### src/rtl/ras_pkg.sv
package ras_pkg;
  typedef enum logic [2:0] {
    OPC_OTHER   = 3'd0,
    OPC_BL_IMM  = 3'd1,
    OPC_BLX_IMM = 3'd2,
    OPC_LOAD    = 3'd3,
    OPC_MOVALU  = 3'd4
  } op_class_e;

  localparam logic [3:0] REG_SP = 4'd13;
  localparam logic [3:0] REG_LR = 4'd14;
  localparam logic [3:0] REG_PC = 4'd15;

  localparam int unsigned CALL_LINK_OFS  = 4;
  localparam int unsigned PRELUDE_PC_OFS = 8;
endpackage

### src/rtl/ras_classify.sv
module ras_classify
  import ras_pkg::*;
#(
  parameter int unsigned AW = 32
) (
  input  logic          op_valid,
  input  logic [2:0]    op_class,
  input  logic [3:0]    op_dst,
  input  logic [3:0]    op_src,
  input  logic [AW-1:0] op_addr,
  output logic          push_req,
  output logic          pop_req,
  output logic [AW-1:0] push_addr
);
  op_class_e cls;
  assign cls = op_class_e'(op_class);

  always_comb begin
    push_req  = 1'b0;
    pop_req   = 1'b0;
    push_addr = op_addr + AW'(CALL_LINK_OFS);
    if (op_valid) begin
      case (cls)
        OPC_BL_IMM, OPC_BLX_IMM: push_req = 1'b1;
        OPC_LOAD: pop_req = (op_dst == REG_PC) && (op_src == REG_SP);
        OPC_MOVALU: begin
          if (op_dst == REG_PC && op_src == REG_LR) begin
            pop_req = 1'b1;
          end else if (op_dst == REG_LR && op_src == REG_PC) begin
            push_req  = 1'b1;
            push_addr = op_addr + AW'(PRELUDE_PC_OFS);
          end
        end
        default: ;
      endcase
    end
  end
endmodule

### src/rtl/ras_stack.sv
module ras_stack #(
  parameter int unsigned DEPTH = 4,
  parameter int unsigned AW    = 32,
  localparam int unsigned PW   = (DEPTH > 1) ? $clog2(DEPTH) : 1,
  localparam int unsigned CW   = $clog2(DEPTH + 1)
) (
  input  logic          clk,
  input  logic          rst_n,
  input  logic          push,
  input  logic          pop,
  input  logic [AW-1:0] push_data,
  output logic          pop_hit,
  output logic [AW-1:0] pop_data,
  output logic [CW-1:0] occ
);
  localparam logic [PW-1:0] LAST_IDX = PW'(DEPTH - 1);
  localparam logic [CW-1:0] FULL_CNT = CW'(DEPTH);

  logic [AW-1:0] mem_q [DEPTH];
  logic [PW-1:0] top_q, top_mid, top_d, wr_idx;
  logic [CW-1:0] occ_q, occ_mid, occ_d;

  function automatic logic [PW-1:0] ptr_inc(input logic [PW-1:0] p);
    return (p == LAST_IDX) ? '0 : p + 1'b1;
  endfunction

  function automatic logic [PW-1:0] ptr_dec(input logic [PW-1:0] p);
    return (p == '0) ? LAST_IDX : p - 1'b1;
  endfunction

  // Pop is resolved first, then any push lands on the adjusted pointer.
  always_comb begin
    pop_hit  = pop && (occ_q != '0);
    pop_data = mem_q[top_q];
    top_mid  = pop_hit ? ptr_dec(top_q) : top_q;
    occ_mid  = pop_hit ? occ_q - 1'b1 : occ_q;
    wr_idx   = ptr_inc(top_mid);
    top_d    = push ? wr_idx : top_mid;
    if (push) occ_d = (occ_mid == FULL_CNT) ? FULL_CNT : occ_mid + 1'b1;
    else      occ_d = occ_mid;
  end

  always_ff @(posedge clk) begin
    if (!rst_n) begin
      top_q <= LAST_IDX;
      occ_q <= '0;
    end else begin
      top_q <= top_d;
      occ_q <= occ_d;
    end
  end

  for (genvar i = 0; i < DEPTH; i++) begin : g_entry
    always_ff @(posedge clk) begin
      if (!rst_n)                         mem_q[i] <= '0;
      else if (push && wr_idx == PW'(i))  mem_q[i] <= push_data;
    end
  end

  assign occ = occ_q;
endmodule

### src/rtl/ras_predictor.sv
module ras_predictor #(
  parameter int unsigned DEPTH = 4,
  parameter int unsigned AW    = 32,
  localparam int unsigned CW   = $clog2(DEPTH + 1)
) (
  input  logic          clk,
  input  logic          rst_n,
  input  logic          flow_en,
  input  logic          stack_en,
  input  logic          op_valid,
  input  logic [2:0]    op_class,
  input  logic [3:0]    op_dst,
  input  logic [3:0]    op_src,
  input  logic [AW-1:0] op_addr,
  output logic          pred_valid,
  output logic [AW-1:0] pred_target
);
  logic          push_req, pop_req, active;
  logic          pop_hit;
  logic [AW-1:0] push_addr, pop_data;
  logic [CW-1:0] occ;
  logic          pv_q;
  logic [AW-1:0] pt_q;

  ras_classify #(.AW(AW)) u_classify (
    .op_valid (op_valid),
    .op_class (op_class),
    .op_dst   (op_dst),
    .op_src   (op_src),
    .op_addr  (op_addr),
    .push_req (push_req),
    .pop_req  (pop_req),
    .push_addr(push_addr)
  );

  assign active = flow_en && stack_en;

  ras_stack #(.DEPTH(DEPTH), .AW(AW)) u_stack (
    .clk      (clk),
    .rst_n    (rst_n),
    .push     (active && push_req),
    .pop      (active && pop_req),
    .push_data(push_addr),
    .pop_hit  (pop_hit),
    .pop_data (pop_data),
    .occ      (occ)
  );

  always_ff @(posedge clk) begin
    if (!rst_n) begin
      pv_q <= 1'b0;
      pt_q <= '0;
    end else begin
      pv_q <= pop_hit;
      if (pop_hit) pt_q <= pop_data;
    end
  end

  assign pred_valid  = pv_q;
  assign pred_target = pt_q;
endmodule

### config.mk
export PLATFORM = sky130hd
export DESIGN_NAME = ras_predictor
export DESIGN_NICKNAME = d
export VERILOG_FILES = /design/src/rtl/ras_pkg.sv /design/src/rtl/ras_classify.sv /design/src/rtl/ras_stack.sv /design/src/rtl/ras_predictor.sv
export SDC_FILE = /design/constraint.sdc
export NUM_CORES = 1
export LEC_CHECK = 0
export CELL_PAD_IN_SITES_DETAIL_PLACEMENT = 0
export CELL_PAD_IN_SITES_GLOBAL_PLACEMENT = 1
export CORE_AREA = 2 2 163 165
export CTS_CLUSTER_DIAMETER = 120
export DETAILED_ROUTE_END_ITERATION = 10
export DIE_AREA = 0 0 165 167
export MAX_ROUTING_LAYER = met4
export PLACE_DENSITY_LB_ADDON = 0.1
export SLEW_MARGIN = 5
export SYNTH_ARGS = -nofsm -noshare
export SYNTH_HDL_FRONTEND = slang
export SYNTH_SLANG_ARGS = --single-unit
### constraint.sdc
create_clock -name clk -period 5.75 [get_ports clk]
set_input_delay 1.15 -clock clk [delete_from_list [all_inputs] [get_ports clk]]
set_output_delay 1.15 -clock clk [all_outputs]
set_load 0.005 [all_outputs]
Word-level counts from Yosys, hierarchy flattened

Memory sizes are Yosys's and may differ from the RTL's. A register that Yosys moved wholly into a read port is not among the register bits.
Index checks and enable logic that the tools add are counted.

$add $sub $neg: 6
Equality and inequality tests: 14
Multiplexer cells: 35
Bitwise gates (word level): 4
Reductions and logical operators: 16

Operators with widths:

| kind                  | count |
|---|---|
| $mux 32               | 8 |
| $add 32x3->32 const B | 1 |
| $add 32x4->32 const B | 1 |
| $eq 4x4->1 const B    | 5 |
| $mux 1                | 18 |
| $logic_and 1x1->1     | 11 |
| $mux 3                | 3 |
| $mux 2                | 4 |
| $eq 2x2->1 const B    | 3 |
| $eq 3x2->1 const B    | 2 |
| $eq 3x3->1 const B    | 2 |
| $logic_not 2->1       | 2 |
| $or 1x1->1            | 4 |
| $pmux 1 s2            | 2 |
| $add 3x1->3 const B   | 1 |
| $eq 3x1->1 const B    | 1 |
| $reduce_bool 3->1     | 1 |
| $sub 3x1->3 const B   | 1 |
| $add 2x1->2 const B   | 1 |
| $eq 2x1->1 const B    | 1 |
| $reduce_or 2->1       | 1 |
| $sub 2x1->2 const B   | 1 |
| $logic_not 1->1       | 1 |

Bits in registers: 6
Bits in writable memories: 128
Output and inout bits: 33
Word-level logic and storage cells: 79
Memories kept: 1

Memories:

| memory        | depth | width | read ports | clocked after memory_dff | write ports | RTL line        | text |
|---|---|---|---|---|---|---|---|
| u_stack.mem_q | 4     | 32    | 1          | 1                        | 4           | ras_stack.sv:19 | `logic [AW-1:0] mem_q [DEPTH];` |

Logic depth before layout (Yosys ltp)

Gate-level depths: netlist (run 1).

Word-level depth: 16
Mapped depth: 12

By module

Synthesis (run 1) repeated with hierarchy kept, for this count alone.

Cell total of the unflattened synthesis: 612
Area, all modules: 8214.1 sq um

By module, submodules not included:

| module        | times used | cells an instance | area an instance (sq um) | sequential area each (sq um) |
|---|---|---|---|---|
| ras_stack     | 1          | 387               | 6077.1                   | 3943.8 |
| ras_predictor | 1          | 107               | 1282.5                   | 660.6 |
| ras_classify  | 1          | 118               | 854.6                    | 0.0 |

Least setup slack after synthesis (run 1)

Ideal clock, no wire load.

Kind: input port to flip-flop
Start: in op_src[2]
End: mem u_stack.mem_q[3][0], enable pin
Library setup time: 0.478 ns
Arrival time: 3.577 ns
Required time: 5.272 ns
Slack: 1.695 ns
Stages: 9
Buffers on the path: 1
Path through: nand4_1 or2_2 nor4_2 buf_2 mux2i_1 inv_1 ha_1 nand2_1 nand2_1

RTL lines:

| what        | RTL line            | text |
|---|---|---|
| from (decl) | ras_predictor.sv:13 | `input logic [3:0] op_src,` |
| to (decl)   | ras_stack.sv:19     |  |

==> results of run 1 <==
## through the flow
stage                     worst slack [ns]  total power, mW  hold slack, ns  std cells
after floorplan                      1.695            1.442          0.4575        633
after global placement               1.358            1.525          0.4495       1027
after detailed placement             1.305            1.528          0.4573       1027
after CTS                            1.771            2.639          0.4662       1059
after global routing                 1.570            2.707          0.4884       1059
final                                1.778            2.604          0.4605       1059
## worst max-delay path by stage
stage / depth (start not counted) / end
6_report: 10 / u_stack.mem_q[0][13]
5_1_grt: 11 / u_stack.mem_q[3][27]
4_1_cts: 10 / u_stack.mem_q[0][19]
3_5_place_dp: 10 / u_stack.mem_q[0][9]
3_3_place_gp: 11 / u_stack.mem_q[0][9]
2_1_floorplan: 9 / u_stack.mem_q[3][0]
## cell families (layout without fill, tap and decap cells)
kind of cell	count (synthesis)	in the layout	share of synthesized area (%)
flip-flops	166	166	60.35
adder cells (fa/ha/maj)	9	9	1.476
buffers and inverters	49	140	2.870
XOR/XNOR	31	31	3.559
multiplexers	37	37	10.13
AND/OR/NAND/NOR	285	285	16.23
AO/OA/AOI/OAI	56	56	5.379
## power by group
group,switching (mW),internal [mW]
clock network,0.491,0.616
registers,0.0125,1.33
logic,0.0873,0.0720
total,0.591,2.01
## registers in the layout, indices dropped and copies added, names as in the netlist
| name | count |
|---|---|
| u_stack.top_q | 2 |
| u_stack.occ | 3 |
| pred_target | 32 |
| u_stack.mem_q | 128 |
| pred_valid | 1 |
## per-layer routing
layer,global-route usage [%],wire length (µm),vias up
met2,26.09,10040,110
met3,2.640,829,17
met5,-,0,-
li1,-,-,2408
met1,20.98,9387,2539
met4,4.310,235,0
## area by class of cell
class,instances,share of cell area (%)
Clock inverter,12,1.269
Multi-Input combinational cell,418,30.05
Inverter,13,0.5208
Clock buffer,20,4.768
Tap cell,335,4.474
Timing Repair Buffer,95,9.749
Sequential cell,166,49.17
## critical path, delay by kind of cell
| family | cells | cell delay (ns) |
|---|---|---|
| buffers and inverters | 3 | 1.19 |
| and+or+nand+nor | 4 | 0.82 |
| muxes | 1 | 0.42 |
| adders and majority gates | 1 | 0.25 |
| AOI/OAI and AO/OA | 1 | 0.17 |
## layout by cell type (no fill, tap or decap), types with 2 or more instances in the layout
| master | instances |
|---|---|
| and2_1 | 2 |
| o211ai_1 | 4 |
| nor4b_1 | 3 |
| o2111ai_1 | 3 |
| nor2_1 | 135 |
| clkbuf_16 | 17 |
| and3_1 | 3 |
| clkbuf_1 | 2 |
| clkinv_4 | 4 |
| dfxtp_1 | 36 |
| buf_4 | 15 |
| a21oi_1 | 7 |
| nand2b_1 | 4 |
| or2_2 | 3 |
| inv_6 | 3 |
| mux2i_1 | 3 |
| and4_1 | 2 |
| nand3_1 | 11 |
| ha_1 | 9 |
| nor3_1 | 5 |
| mux2_2 | 2 |
| a21boi_0 | 33 |
| o21ai_0 | 2 |
| inv_1 | 13 |
| nor4_1 | 9 |
| mux4_2 | 32 |
| xor2_1 | 9 |
| xnor2_1 | 22 |
| nand2_1 | 92 |
| or4_4 | 2 |
| edfxtp_1 | 128 |
| dfxtp_2 | 2 |
| clkdlybuf4s50_1 | 80 |
| nand4_1 | 6 |
| nor3b_1 | 2 |
==> Flow_metrics.wiki, run 1 <==
{| class="wikitable"
! Metric !! Value
|-
| Outcome || completed
|-
| Number of buffers inserted during clock tree synthesis || 17
|-
| Cells on worst reg2reg path || 8
|-
| Count of unique library cells instantiated by Yosys || 46
|-
| Worst max-slew margin expressed relative to the limit || 27.67%
|-
| Hold buffers post-CTS || 0
|-
| Netlist area before placement || 7630 µm²
|-
| Cell taking the most area after synthesis || edfxtp_1
|-
| Vias in the first global route || 5,337
|-
| Post-synthesis net count || 690
|-
| Vertical extent of the die || 167 µm
|-
| Placed inst area || 8803 µm²
|-
| Ys Warns || 0
|-
| Endpoints failing hold || 0
|-
| Most used flip-flop cell after synthesis || edfxtp_1
|-
| Most frequent cell after synthesis || nor2_1
|-
| Area growth, synth to finish || 22.79%
|-
| Number of buffers added for setup after CTS || 0
|-
| Arrival time of the worst setup path || 4.04 ns
|-
| Power density cells || 277.9 nW/µm²
|-
| Hold path start || pred_target[5]
|-
| Fin util || 36.37%
|-
| Initial antenna violation count || 0
|-
| Skew-Pair Late Insertion Delay || 0.42 ns
|-
| Resized Gates After CTS || 0
|-
| Fill cells || 2,533
|-
| Period utilisation layout || 69.08%
|-
| Number of rows in the core area || 59
|-
| HP Class || register to register
|-
| Final Slew Violations || 0
|-
| Placeable core area || 25,760 µm²
|-
| Hold path endpoint || pred_target[5]
|-
| Die area || 27,560 µm²
|-
| Endpoint of the worst-slack reg-to-reg timing path || u_stack.mem_q[0][13]
|-
| Vias per Instance || 4.791
|-
| DRC violation total after the first TritonRoute iteration || 385
|-
| Endpoint class of the critical path || register
|-
| First-pass iteration count of the detailed router || 4
|-
| Peak supply drop || 0.1428 mV
|-
| Number of instances in the synthesized netlist || 633
|-
| Top achievable clock speed || 251.8 MHz
|-
| Post-DP HPWL || 12,610 µm
|-
| First-pass GRT wire length || 31,710 µm
|-
| Final Instance Area || 9369 µm²
|-
| Clock-pin slew of the registers on the worst-case setup and hold paths || 0.06 ns
|-
| #FFs+latches synth || 166
|-
| Layout cell share with drive strength beyond 1 || 12.15%
|-
| Launching element type of the critical path || primary input
|-
| Share of the yosys chip area belonging to registers || 60.35%
|-
| Area fraction of the dominant cell type after synthesis || 50.38%
|-
| Static leakage power || 3.243 nW
|-
| Post-Route Skew || 0.01297 ns
|-
| Buffer type at the clock tree root || clkbuf_16
|-
| CP startpoint || op_class[1]
|-
| Largest net degree at the start of global routing || 49
|-
| RSZ-0062 raised after global routing || no
|-
| Startpoint of the worst-slack reg-to-reg timing path || u_stack.top_q[1]
|-
| Aggregate global-route resource usage || 16.12%
|-
| Average footprint of a synthesized cell || 12.05 µm²
|-
| Count of endpoints failing setup in the final report || 0
|-
| IO buf count || 80
|-
| Async set or reset register ratio after synthesis || 0%
|-
| Leading cell types by count after synthesis || nor2_1 (135), edfxtp_1 (128), nand2_1 (92), dfxtp_1 (38), a21boi_0 (33)
|-
| Setup tns final || 0 ns
|-
| Total length of routed wires || 20,500 µm
|-
| Number of H-tree branching levels || 4
|-
| Routed len/inst || 19.35 µm
|-
| Min Clock Period, post-route || 3.972 ns
|-
| Worst path cell trace || clkdlybuf4s50_1, nor4bb_1, a2bb2oi_1, nor4_4, buf_4, mux2i_1, ha_1, nand2_1, nand2_1, buf_4
|-
| FF-to-FF setup slack || 2.64 ns
|-
| Sequential cell area || 4607 µm²
|-
| Number of nets with antenna violations after detailed routing || 0
|-
| TritonCTS clock tree || yes
|-
| Number of enable-type register cells in the synthesized netlist || 128
|-
| Clk sinks || 166
|-
| Max Cap Violations || 0
|-
| Via count || 5,074
|-
| Startpoint-to-endpoint class of the critical path || primary input to register
|-
| Final-stage net count || 768
|-
| Maximum fanout along the worst path || 29
|-
| Area occupied by multi-input gates || 2815 µm²
|-
| Delay of the slowest cell on the worst path || 0.51 ns
|-
| Required time at the endpoint of the critical path || 5.82 ns
|-
| Largest cells by area after synthesis || edfxtp_1 (50%), dfxtp_1 (10%), mux4_2 (9.4%)
|-
| I/O pin total || 81
|-
| Die extent in x || 165 µm
|-
| Measured slew at the worst slew-check pin || 1.077 ns
|-
| Antenna diode count || 0
|-
| Crit path max-delay cell type || clkdlybuf4s50_1
|-
| Worst hold stages || 2
|-
| Residual DRC count || 0
|-
| Maximum count of clock buffers along a single path || 2
|-
| Starting density of the core || 29.61%
|-
| Leftover overflow at the end of global routing || 0
|-
| Routability Congestion || 0.7256
|}
Note: power is estimated with default switching activity, not from simulation.
==> run 2, diff against run 1 <==
==> constraint.sdc (replaced) <==
create_clock -name clk -period 3.9 [get_ports clk]
set_input_delay 0.78 -clock clk [delete_from_list [all_inputs] [get_ports clk]]
set_output_delay 0.78 -clock clk [all_outputs]
set_load 0.005 [all_outputs]
==> Flow_metrics.wiki, run 2 (synthesis gave the netlist of run 1 again) <==
{| class="wikitable"
! Metric !! Value
|-
| Outcome || completed
|-
| Final Instance Area || 9540 µm²
|-
| I/O pin total || 81
|-
| Measured slew at the worst slew-check pin || 0.7906 ns
|-
| Static leakage power || 3.338 nW
|-
| First-pass iteration count of the detailed router || 4
|-
| Clock-pin slew of the registers on the worst-case setup and hold paths || 0.07 ns
|-
| Vertical extent of the die || 167 µm
|-
| Number of H-tree branching levels || 4
|-
| Most frequent cells in the layout || nor2_1 (135), edfxtp_1 (128), nand2_1 (92), clkdlybuf4s50_1 (80), dfxtp_1 (37)
|-
| Starting density of the core || 29.61%
|-
| Busiest metal layer after global routing || met2
|-
| Required time at the endpoint of the critical path || 4.06 ns
|-
| Top achievable clock speed || 306.5 MHz
|-
| Number of rows in the core area || 59
|-
| Clk sinks || 166
|-
| Hold buffers post-CTS || 0
|-
| RSZ-0062 raised after global routing || no
|-
| Buffer type at the clock tree root || clkbuf_16
|-
| Global routing met1 resource utilization || 20.46%
|-
| Fraction of met2 tracks used by global routing || 26.25%
|-
| Final Slew Violations || 0
|-
| Number of buffers inserted during clock tree synthesis || 17
|-
| Post-Route Skew || 0.01109 ns
|-
| Largest net degree at the start of global routing || 33
|-
| Endpoint of the worst-slack reg-to-reg timing path || u_stack.mem_q[1][10]
|-
| Startpoint of the worst-slack reg-to-reg timing path || u_stack.occ[0]
|-
| Min Clock Period, post-route || 3.262 ns
|-
| Post-DP HPWL || 12,690 µm
|-
| IO buf count || 80
|-
| Placed inst area || 8950 µm²
|-
| TritonCTS clock tree || yes
|-
| Power density cells || 409.3 nW/µm²
|-
| Post-route insts no fill || 1,067
|-
| Leading cell type in the layout, fill and taps excluded || nor2_1
|-
| Max Cap Violations || 0
|-
| Launching element type of the critical path || primary input
|-
| Maximum fanout along the worst path || 32
|-
| Fill cells || 2,528
|-
| Count of endpoints failing setup in the final report || 0
|-
| Met3 Resource Use GR || 2.889%
|-
| Worst max-slew margin expressed relative to the limit || 47.29%
|-
| Worst hold stages || 2
|-
| Startpoint-to-endpoint class of the critical path || primary input to register
|-
| Endpoints failing hold || 0
|-
| Peak supply drop || 0.1823 mV
|-
| Routed len/inst || 19.35 µm
|-
| Arrival time of the worst setup path || 3.43 ns
|-
| Resized Gates After CTS || 0
|-
| Final-stage net count || 776
|-
| Aggregate global-route resource usage || 16.08%
|-
| Biggest register || u_stack.mem_q
|-
| Area growth, synth to finish || 25.04%
|-
| Cells on worst reg2reg path || 11
|-
| Vias in the first global route || 5,268
|-
| Total length of routed wires || 20,650 µm
|-
| FF-to-FF setup slack || 1.19 ns
|-
| Layout cell share with drive strength beyond 1 || 12.98%
|-
| Initial antenna violation count || 0
|-
| DRC violation total after the first TritonRoute iteration || 355
|-
| Number of nets with antenna violations after detailed routing || 0
|-
| HP Class || register to register
|-
| Vias per Instance || 4.764
|-
| CP startpoint || op_class[1]
|-
| Die area || 27,560 µm²
|-
| Maximum count of clock buffers along a single path || 2
|-
| Routability Congestion || 0.7520
|-
| Flip-flop count of the largest register after layout || 128
|-
| Via count || 5,083
|-
| # placed instances || 1,035
|-
| Placeable core area || 25,760 µm²
|-
| First-pass GRT wire length || 31,220 µm
|-
| Skew-Pair Late Insertion Delay || 0.43 ns
|-
| Setup tns final || 0 ns
|-
| Residual DRC count || 0
|-
| Number of buffers added for setup after CTS || 0
|-
| Antenna diode count || 0
|-
| Period utilisation layout || 83.65%
|-
| Crit path to || u_stack.mem_q[1][10]
|-
| Endpoint class of the critical path || register
|-
| Die extent in x || 165 µm
|-
| Leftover overflow at the end of global routing || 0
|}
[run 2: through the flow]
| stage | utilization, % | worst slack [ns] | hold slack [ns] | power, mW |
|---|---|---|---|---|
| final | 37.03 | 0.6378 | 0.4617 | 3.905 |
| after global routing | 37.03 | 0.4261 | 0.4869 | 4.039 |
| after CTS | 37.03 | 0.6425 | 0.4657 | 3.964 |
| after detailed placement | 34.74 | 0.2051 | 0.4578 | 2.263 |
| after global placement | 34.74 | 0.2495 | 0.4494 | 2.260 |
| after floorplan | - | 0.2155 | 0.4575 | 2.126 |
[run 2: cell type report]
cell class,count,area [µm²],area share [%]
clock inverters,13,147.6,1.548
well taps,335,419.2,4.393
multi-input cells,418,2815,29.51
clock buffers,19,442.9,4.643
flip-flops and latches,166,4606,48.28
repair buffers,103,1061,11.12
inverters,13,48.80,0.5115
[run 2: report_power, final]
group          internal (mW)  switching (mW)
Sequential              1.95          0.0133
Clock                  0.971           0.717
Combinational          0.115           0.136
Total                   3.04           0.866
[run 2: routing by layer]
| metal | up-vias | part of all wire [%] | wire [µm] |
|---|---|---|---|
| met4 | 0 | 1.7 | 344 |
| met5 | - | 0 | 0 |
| met1 | 2527 | 44 | 9119 |
| met2 | 102 | 50 | 10290 |
| met3 | 21 | 4.3 | 893 |
| li1 | 2433 | - | - |
[run 2: critical path, cell delays in order]
cell,delay (ns)
clkdlybuf4s50_1,0.51
nor4bb_1,0.29
a2bb2oi_1,0.18
nor4_4,0.40
mux2i_1,0.44
inv_1,0.12
ha_1,0.23
nand3_1,0.12
buf_12,0.25
nor2_1,0.08
[run 2: worst min-delay path by stage]
| stage | start | endpoint | slack, ns |
|---|---|---|---|
| after floorplan | pred_target[0] | pred_target[0] | 0.46 |
| after global placement | pred_target[7] | pred_target[7] | 0.45 |
| after detailed placement | pred_target[3] | pred_target[3] | 0.46 |
| after CTS | pred_target[3] | pred_target[3] | 0.47 |
| after global routing | pred_target[8] | pred_target[8] | 0.49 |
| final | pred_target[26] | pred_target[26] | 0.46 |
